<file path="src/rtl/tcr_pkg.sv">
package tcr_pkg;
  typedef enum logic [1:0] {
    MD_RELOAD  = 2'd0,
    MD_CAPTURE = 2'd1,
    MD_BAUD    = 2'd2
  } tcr_mode_e;

  localparam logic [1:0] SEL_CNT = 2'd0;
  localparam logic [1:0] SEL_RLD = 2'd1;
  localparam logic [1:0] SEL_FLG = 2'd2;
endpackage

</file>
<file path="src/rtl/tcr_prescale.sv">
module tcr_prescale #(
  parameter int LEN = 12
) (
  input  logic clk,
  input  logic rst,
  output logic tick
);
  localparam int W = (LEN > 1) ? $clog2(LEN) : 1;
  localparam logic [W-1:0] LAST = W'(LEN - 1);

  logic [W-1:0] cnt_q;

  always_ff @(posedge clk) begin
    if (rst) cnt_q <= '0;
    else if (cnt_q == LAST) cnt_q <= '0;
    else cnt_q <= cnt_q + 1'b1;
  end

  assign tick = (cnt_q == LAST);


  tick_gap_chk: assert property (@(posedge clk) disable iff (rst)
    tick |=> !tick);
endmodule

</file>
<file path="src/rtl/tcr_pin_sampler.sv">
module tcr_pin_sampler (
  input  logic clk,
  input  logic rst,
  input  logic sample,
  input  logic pin,
  output logic lvl,
  output logic fall
);
  logic smp_q, smp_d_q;

  always_ff @(posedge clk) begin
    if (rst) begin
      smp_q   <= 1'b0;
      smp_d_q <= 1'b0;
    end else if (sample) begin
      smp_q   <= pin;
      smp_d_q <= smp_q;
    end
  end

  assign lvl  = smp_q;
  assign fall = smp_d_q & ~smp_q;
endmodule

</file>
<file path="src/rtl/tcr_core.sv">
module tcr_core
  import tcr_pkg::*;
#(
  parameter int CNT_W    = 16,
  parameter int BAUD_DIV = 16
) (
  input  logic             clk,
  input  logic             rst,
  input  tcr_mode_e        mode,
  input  logic             run_en,
  input  logic             count_sel,
  input  logic             ext_en,
  input  logic             dir_en,
  input  logic             mc_tick,
  input  logic             half_tick,
  input  logic             cnt_fall,
  input  logic             ctl_fall,
  input  logic             ctl_lvl,
  input  logic             wr_en,
  input  logic [1:0]       wr_sel,
  input  logic [CNT_W-1:0] wr_data,
  output logic [CNT_W-1:0] cnt_val,
  output logic [CNT_W-1:0] rld_val,
  output logic             ovf_flag,
  output logic             ext_flag,
  output logic             irq,
  output logic             baud_tick
);
  localparam logic [CNT_W-1:0] ONES = '1;
  localparam int DIV_W = (BAUD_DIV > 1) ? $clog2(BAUD_DIV) : 1;
  localparam logic [DIV_W-1:0] DIV_LAST = DIV_W'(BAUD_DIV - 1);

  logic [CNT_W-1:0] cnt_q, rld_q, cnt_nx;
  logic             ovf_q, ext_q, btick_q;
  logic [DIV_W-1:0] div_q;

  logic wr_cnt, wr_rld, wr_flg;
  logic pin_ev, ctl_ev, step, wrap, tgl;
  logic cap_ev, ext_rl, ext_set, ext_tgl, ovf_set, baud_ovf;
  logic baud_m, cap_m, rel_m;

  assign baud_m = (mode == MD_BAUD);
  assign cap_m  = (mode == MD_CAPTURE);
  assign rel_m  = (mode == MD_RELOAD);

  assign wr_cnt = wr_en && (wr_sel == SEL_CNT);
  assign wr_rld = wr_en && (wr_sel == SEL_RLD);
  assign wr_flg = wr_en && (wr_sel == SEL_FLG);

  assign pin_ev = mc_tick & cnt_fall;
  assign ctl_ev = mc_tick & ctl_fall;
  assign step   = run_en & (count_sel ? pin_ev : (baud_m ? half_tick : mc_tick));

  always_comb begin
    cnt_nx = cnt_q + 1'b1;
    wrap   = 1'b0;
    tgl    = 1'b0;
    unique case (mode)
      MD_BAUD: begin
        if (cnt_q == ONES) begin
          cnt_nx = rld_q;
          wrap   = 1'b1;
        end
      end
      MD_CAPTURE: begin
        if (cnt_q == ONES) wrap = 1'b1;
      end
      default: begin
        if (dir_en && !ctl_lvl) begin
          if (cnt_q == rld_q) begin
            cnt_nx = ONES;
            wrap   = 1'b1;
          end else begin
            cnt_nx = cnt_q - 1'b1;
          end
        end else if (cnt_q == ONES) begin
          cnt_nx = rld_q;
          wrap   = 1'b1;
        end
        tgl = dir_en & wrap;
      end
    endcase
  end

  assign cap_ev   = cap_m & ext_en & ctl_ev;
  assign ext_rl   = rel_m & ~dir_en & ext_en & ctl_ev;
  assign ext_set  = ext_en & ctl_ev & ~(rel_m & dir_en);
  assign ext_tgl  = step & tgl & ~wr_cnt;
  assign ovf_set  = step & wrap & ~baud_m & ~wr_cnt & ~ext_rl;
  assign baud_ovf = step & wrap & baud_m & ~wr_cnt;

  always_ff @(posedge clk) begin
    if (rst) begin
      cnt_q   <= '0;
      rld_q   <= '0;
      ovf_q   <= 1'b0;
      ext_q   <= 1'b0;
      div_q   <= '0;
      btick_q <= 1'b0;
    end else begin
      btick_q <= 1'b0;
      if (wr_cnt)      cnt_q <= wr_data;
      else if (ext_rl) cnt_q <= rld_q;
      else if (step)   cnt_q <= cnt_nx;

      if (wr_rld)      rld_q <= wr_data;
      else if (cap_ev) rld_q <= cnt_q;

      if (wr_flg) begin
        ovf_q <= wr_data[0];
        ext_q <= wr_data[1];
      end else begin
        if (ovf_set) ovf_q <= 1'b1;
        if (ext_set)      ext_q <= 1'b1;
        else if (ext_tgl) ext_q <= ~ext_q;
      end

      if (baud_ovf) begin
        if (div_q == DIV_LAST) begin
          div_q   <= '0;
          btick_q <= 1'b1;
        end else begin
          div_q <= div_q + 1'b1;
        end
      end
    end
  end

  assign cnt_val   = cnt_q;
  assign rld_val   = rld_q;
  assign ovf_flag  = ovf_q;
  assign ext_flag  = ext_q;
  assign irq       = ovf_q | ext_q;
  assign baud_tick = btick_q;


  wr_prio_chk: assert property (@(posedge clk) disable iff (rst)
    wr_cnt |=> cnt_q == $past(wr_data));

  cap_step_chk: assert property (@(posedge clk) disable iff (rst)
    (cap_m && step && !wr_cnt && cnt_q != ONES) |=> cnt_q == $past(cnt_q) + 1'b1);

  capture_chk: assert property (@(posedge clk) disable iff (rst)
    (cap_ev && !wr_rld) |=> rld_q == $past(cnt_q));

  baud_no_ovf_chk: assert property (@(posedge clk) disable iff (rst)
    $rose(ovf_q) |-> (!$past(baud_m) || $past(wr_flg)));

  baud_pulse_chk: assert property (@(posedge clk) disable iff (rst)
    btick_q |=> !btick_q);

  hold_chk: assert property (@(posedge clk) disable iff (rst)
    (!run_en && !wr_cnt && !ext_rl) |=> $stable(cnt_q));
endmodule

</file>
<file path="src/rtl/tcr_timer.sv">
module tcr_timer
  import tcr_pkg::*;
#(
  parameter int CNT_W    = 16,
  parameter int CYC_LEN  = 12,
  parameter int BAUD_PRE = 2,
  parameter int BAUD_DIV = 16
) (
  input  logic             clk,
  input  logic             rst,
  input  logic             run_en,
  input  logic             count_sel,
  input  logic             cap_sel,
  input  logic             ext_en,
  input  logic             dir_en,
  input  logic             rx_baud,
  input  logic             tx_baud,
  input  logic             cnt_pin,
  input  logic             ctl_pin,
  input  logic             wr_en,
  input  logic [1:0]       wr_sel,
  input  logic [CNT_W-1:0] wr_data,
  output logic [CNT_W-1:0] cnt_val,
  output logic [CNT_W-1:0] rld_val,
  output logic             ovf_flag,
  output logic             ext_flag,
  output logic             irq,
  output logic             baud_tick
);
  tcr_mode_e mode;
  logic mc_tick, half_tick;
  logic cnt_lvl, cnt_fall, ctl_lvl, ctl_fall;

  always_comb begin
    if (rx_baud || tx_baud) mode = MD_BAUD;
    else if (cap_sel)       mode = MD_CAPTURE;
    else                    mode = MD_RELOAD;
  end

  tcr_prescale #(.LEN(CYC_LEN)) u_mc (
    .clk(clk), .rst(rst), .tick(mc_tick));

  tcr_prescale #(.LEN(BAUD_PRE)) u_half (
    .clk(clk), .rst(rst), .tick(half_tick));

  tcr_pin_sampler u_cnt_pin (
    .clk(clk), .rst(rst), .sample(mc_tick), .pin(cnt_pin),
    .lvl(cnt_lvl), .fall(cnt_fall));

  tcr_pin_sampler u_ctl_pin (
    .clk(clk), .rst(rst), .sample(mc_tick), .pin(ctl_pin),
    .lvl(ctl_lvl), .fall(ctl_fall));

  logic unused_lvl;
  assign unused_lvl = cnt_lvl;

  tcr_core #(.CNT_W(CNT_W), .BAUD_DIV(BAUD_DIV)) u_core (
    .clk(clk), .rst(rst), .mode(mode),
    .run_en(run_en), .count_sel(count_sel), .ext_en(ext_en), .dir_en(dir_en),
    .mc_tick(mc_tick), .half_tick(half_tick),
    .cnt_fall(cnt_fall), .ctl_fall(ctl_fall), .ctl_lvl(ctl_lvl),
    .wr_en(wr_en), .wr_sel(wr_sel), .wr_data(wr_data),
    .cnt_val(cnt_val), .rld_val(rld_val),
    .ovf_flag(ovf_flag), .ext_flag(ext_flag), .irq(irq), .baud_tick(baud_tick));
endmodule

</file>
<file path="config.mk">
export PLATFORM = sky130hd
export DESIGN_NAME = tcr_timer
export DESIGN_NICKNAME = d
export VERILOG_FILES = /design/src/rtl/tcr_pkg.sv /design/src/rtl/tcr_prescale.sv /design/src/rtl/tcr_pin_sampler.sv /design/src/rtl/tcr_core.sv /design/src/rtl/tcr_timer.sv
export SDC_FILE = /design/constraint.sdc
export NUM_CORES = 1
export LEC_CHECK = 0
export BUFFER_PORTS_ARGS = -buffer_cell sky130_fd_sc_hd__buf_2
export CAP_MARGIN = 15
export CORE_ASPECT_RATIO = 1.4
export CORE_MARGIN = 1.5
export CORE_UTILIZATION = 24
export CTS_BUF_LIST = sky130_fd_sc_hd__clkbuf_16
export CTS_CLUSTER_SIZE = 40
export DETAILED_ROUTE_END_ITERATION = 7
export GPL_ROUTABILITY_DRIVEN = 1
export PLACE_DENSITY = 0.49
export SYNTH_ARGS = -nofsm -noshare
export SYNTH_HDL_FRONTEND = slang
export SYNTH_SLANG_ARGS = --single-unit
</file>
<file path="constraint.sdc">
create_clock -name clk -period 2.24 [get_ports clk]
set_clock_uncertainty 0.05 [all_clocks]
set_input_delay 0.112 -clock clk [delete_from_list [all_inputs] [get_ports clk]]
set_output_delay 0.112 -clock clk [all_outputs]
set_load 0.05 [all_outputs]
</file>
==> metrics.txt <==
status finished, violations left; failing checks hold timing; Post-CTS Hold Buffers 0; Synth Area in Simple Gates 25.3%; Worst Path Max Fanout 8; post-synth net total 553; IO Pins 66; die width 111 um; drt pass-1 iters 5; distinct cell type count after synthesis 67; Worst IR Drop VDD 0.000307 V; DIE HEIGHT 155 um; number of remaining DRC errors 0; Slowest Stage Delay on Critical Path 0.38 ns; global-route wire length before repair 27200 um; largest net degree at the start of global routing 33; Max Fclk 0.461 GHz; largest family of logic cells by synthesized area compound AO/OA/AOI/OAI gates; Synth Area in Adders 1.27%; number of global-route vias before repair 4700; CTS Sinks 48; CP Launch Point u_core.cnt_val[0]; Power Density 508 mW/mm2; Antenna diodes 0; CP Data Required Time 2.42 ns; worst hold path type in2reg; NumNets Final 671; Worst setup EP type flip-flop; MaxCap Viol Count 0; yosys warns 0; CTS Buffer Depth 2; worst skew pair latency 0.30 ns; final-report max-slew violation count 0; asr flop ratio synth 0%; vias per cell 5.48; Fin Setup TNS 0 ns; Total GRT Usage 20.4%; vias post-DR 4590; final WL 17700 um; gr ovfl total 0; crit path launch type flip-flop; final worst slack 0.0725 ns; pre-CTS setup slack 0.00997 ns; post-DP HPWL 13700 um; P_leak 2.35 nW; final hold vios 1; Placed Instances 828; Final Non-Filler Cells 837; XOR/XNOR Fraction of Synth Area 9.35%; Placer Congestion 0.989; Final Cell Area 0.00529 mm2; initial antenna violation count 0; CTS clk-pin slew, worst paths 0.08 ns; Synth Register Bits 48; fill cell count 1758; Fin Hold WS -0.00450 ns; most frequent cells in the layout 85 x buf_4, 65 x buf_2, 56 x nor2_1; Post-DP Area 0.00507 mm2; TritonCTS clock tree done; Final min period 2.17 ns; Slew @ Worst Pin 0.529 ns; post-route ant nets 0; cts bufs inserted 5; Slew HR 64.7%; Core Footprint 0.0161 mm2; DR WL/cell 21.2 um; cells after synthesis 519; DIE AREA 0.0172 mm2; GR peak layer met2; RR Startpoint u_core.cnt_val[0]; hold wc startpoint ctl_pin; H-tree depth 2; GR Util met1 23.0%; crit path DAT 2.35 ns; multiplexer area fraction after synthesis 6.77%; Pwr Total 2.69 mW; M2 GR Usage 38.2%; CP max stage cell dfxtp_4; commonest non-fill, non-tap cell in the layout buf_4; RSZ-0062 raised after global routing true; post-synthesis sequential area ratio 24.4%; Setup CP Type reg2reg; post-synthesis cell area 0.00394 mm2; syn_area_per_cell 7.58 um2; Cell Rows 55; final worst-path cycle share 96.8%; post-synthesis compound-gate area fraction 27.2%; Port Buffers 65; clock tree root buffer cell clkbuf_16; CP cell instances xor2_1, nor4_1, nand4_1, mux2_4, or3_1, a31oi_1; layout cells sized above 1 32.0%; DRT iter0 DRCs 393; GR Layer Usage met3 2.00%; Crit path buffers/inverters 0; Crit path max-delay family simple AND/OR/NAND/NOR gates; Post-synth EDFFs 0; setup violators final 0; starting density of the core 24.4%; Primary FF master, synth dfxtp_1; Area growth syn-to-layout 34.4%
[report_power, final]
| part | internal [mW] | switching [mW] |
|---|---|---|
| registers | 0.894 | 0.0463 |
| logic | 0.344 | 0.555 |
| clock network | 0.476 | 0.373 |
| total | 1.71 | 0.974 |
[kinds of logic (layout without fill, tap and decap cells)]
logic type	after synthesis	after routing
AOI/OAI and AO/OA	158	158
and+or+nand+nor	190	190
DFF	48	48
buffers and inverters	51	170
adders and majority gates	4	4
muxes	26	26
xor gates and xnor gates	42	42
[what timing repair did]
action                                  CTS  global route
buffers inserted                          0             1
endpoints found under the setup margin    1            11
resized for setup                         1            14
pin swaps                                 0             5
[cell type report]
cell class	instances	area (um2)	area share, %
multi-input combinational	420	2830	53.4
sequential	48	1000	18.9
clock buffer	6	150	2.84
clock inverter	2	7.51	0.142
tap	199	249	4.71
timing repair buffer	154	1030	19.4
inverter	8	30.0	0.568
[worst min-delay path: stages]
cell and delay (ns):
buf_2 0.10, nand2_1 0.04, a21oi_1 0.05
[stage by stage]
| step | hold slack, ns | util, % |
|---|---|---|
| after global placement | 0.314 | 31.5 |
| after CTS | 0.00127 | 32.5 |
| after floorplan | 0.198 | - |
| after global routing | 0.0124 | 32.9 |
| final | -0.00450 | 32.9 |
| after detailed placement | 0.318 | 31.5 |
[state kept, by name, summed over array words and instances (netlist names), 4 cells and up]
register and cells:
u_core.rld_val 16, u_mc.cnt_q 4, u_core.div_q 4, u_core.cnt_val 16
[cells in the mapped netlist, types with 5 or more instances]
cell type	number	share of area [%]
inv_1	8	0.76
nand3_1	16	2.0
o21a_1	5	0.95
nand4_1	10	1.6
buf_2	12	1.5
mux2i_1	21	5.3
a211oi_1	29	5.5
xor2_1	28	6.2
o21ai_0	27	3.4
mux2_2	5	1.4
nor4_1	13	2.1
nor3_1	13	1.7
nand2_1	37	3.5
and3_1	5	0.79
nor2_1	56	5.3
clkbuf_1	26	2.5
xnor2_1	14	3.1
a21oi_1	37	4.7
a31oi_1	8	1.3
dfxtp_1	48	24
o211ai_1	7	1.3
or3_1	7	1.1
[routing by layer]
metal / wire length (um) / vias up
li1: - / 2182
met1: 6890 / 2207
met3: 697 / 40
met2: 9410 / 161
met5: 0 / -
met4: 731 / 0
[worst paths after layout]
path                      to  slack [ns]  cells after the start
min reg2reg      u_half.tick        0.36                      1
min            u_ctl_pin.lvl      -0.005                      3
max          u_core.ext_flag        0.07                      6
max reg2reg  u_core.ext_flag        0.07                      6
Power figures use the tool's default switching activity.
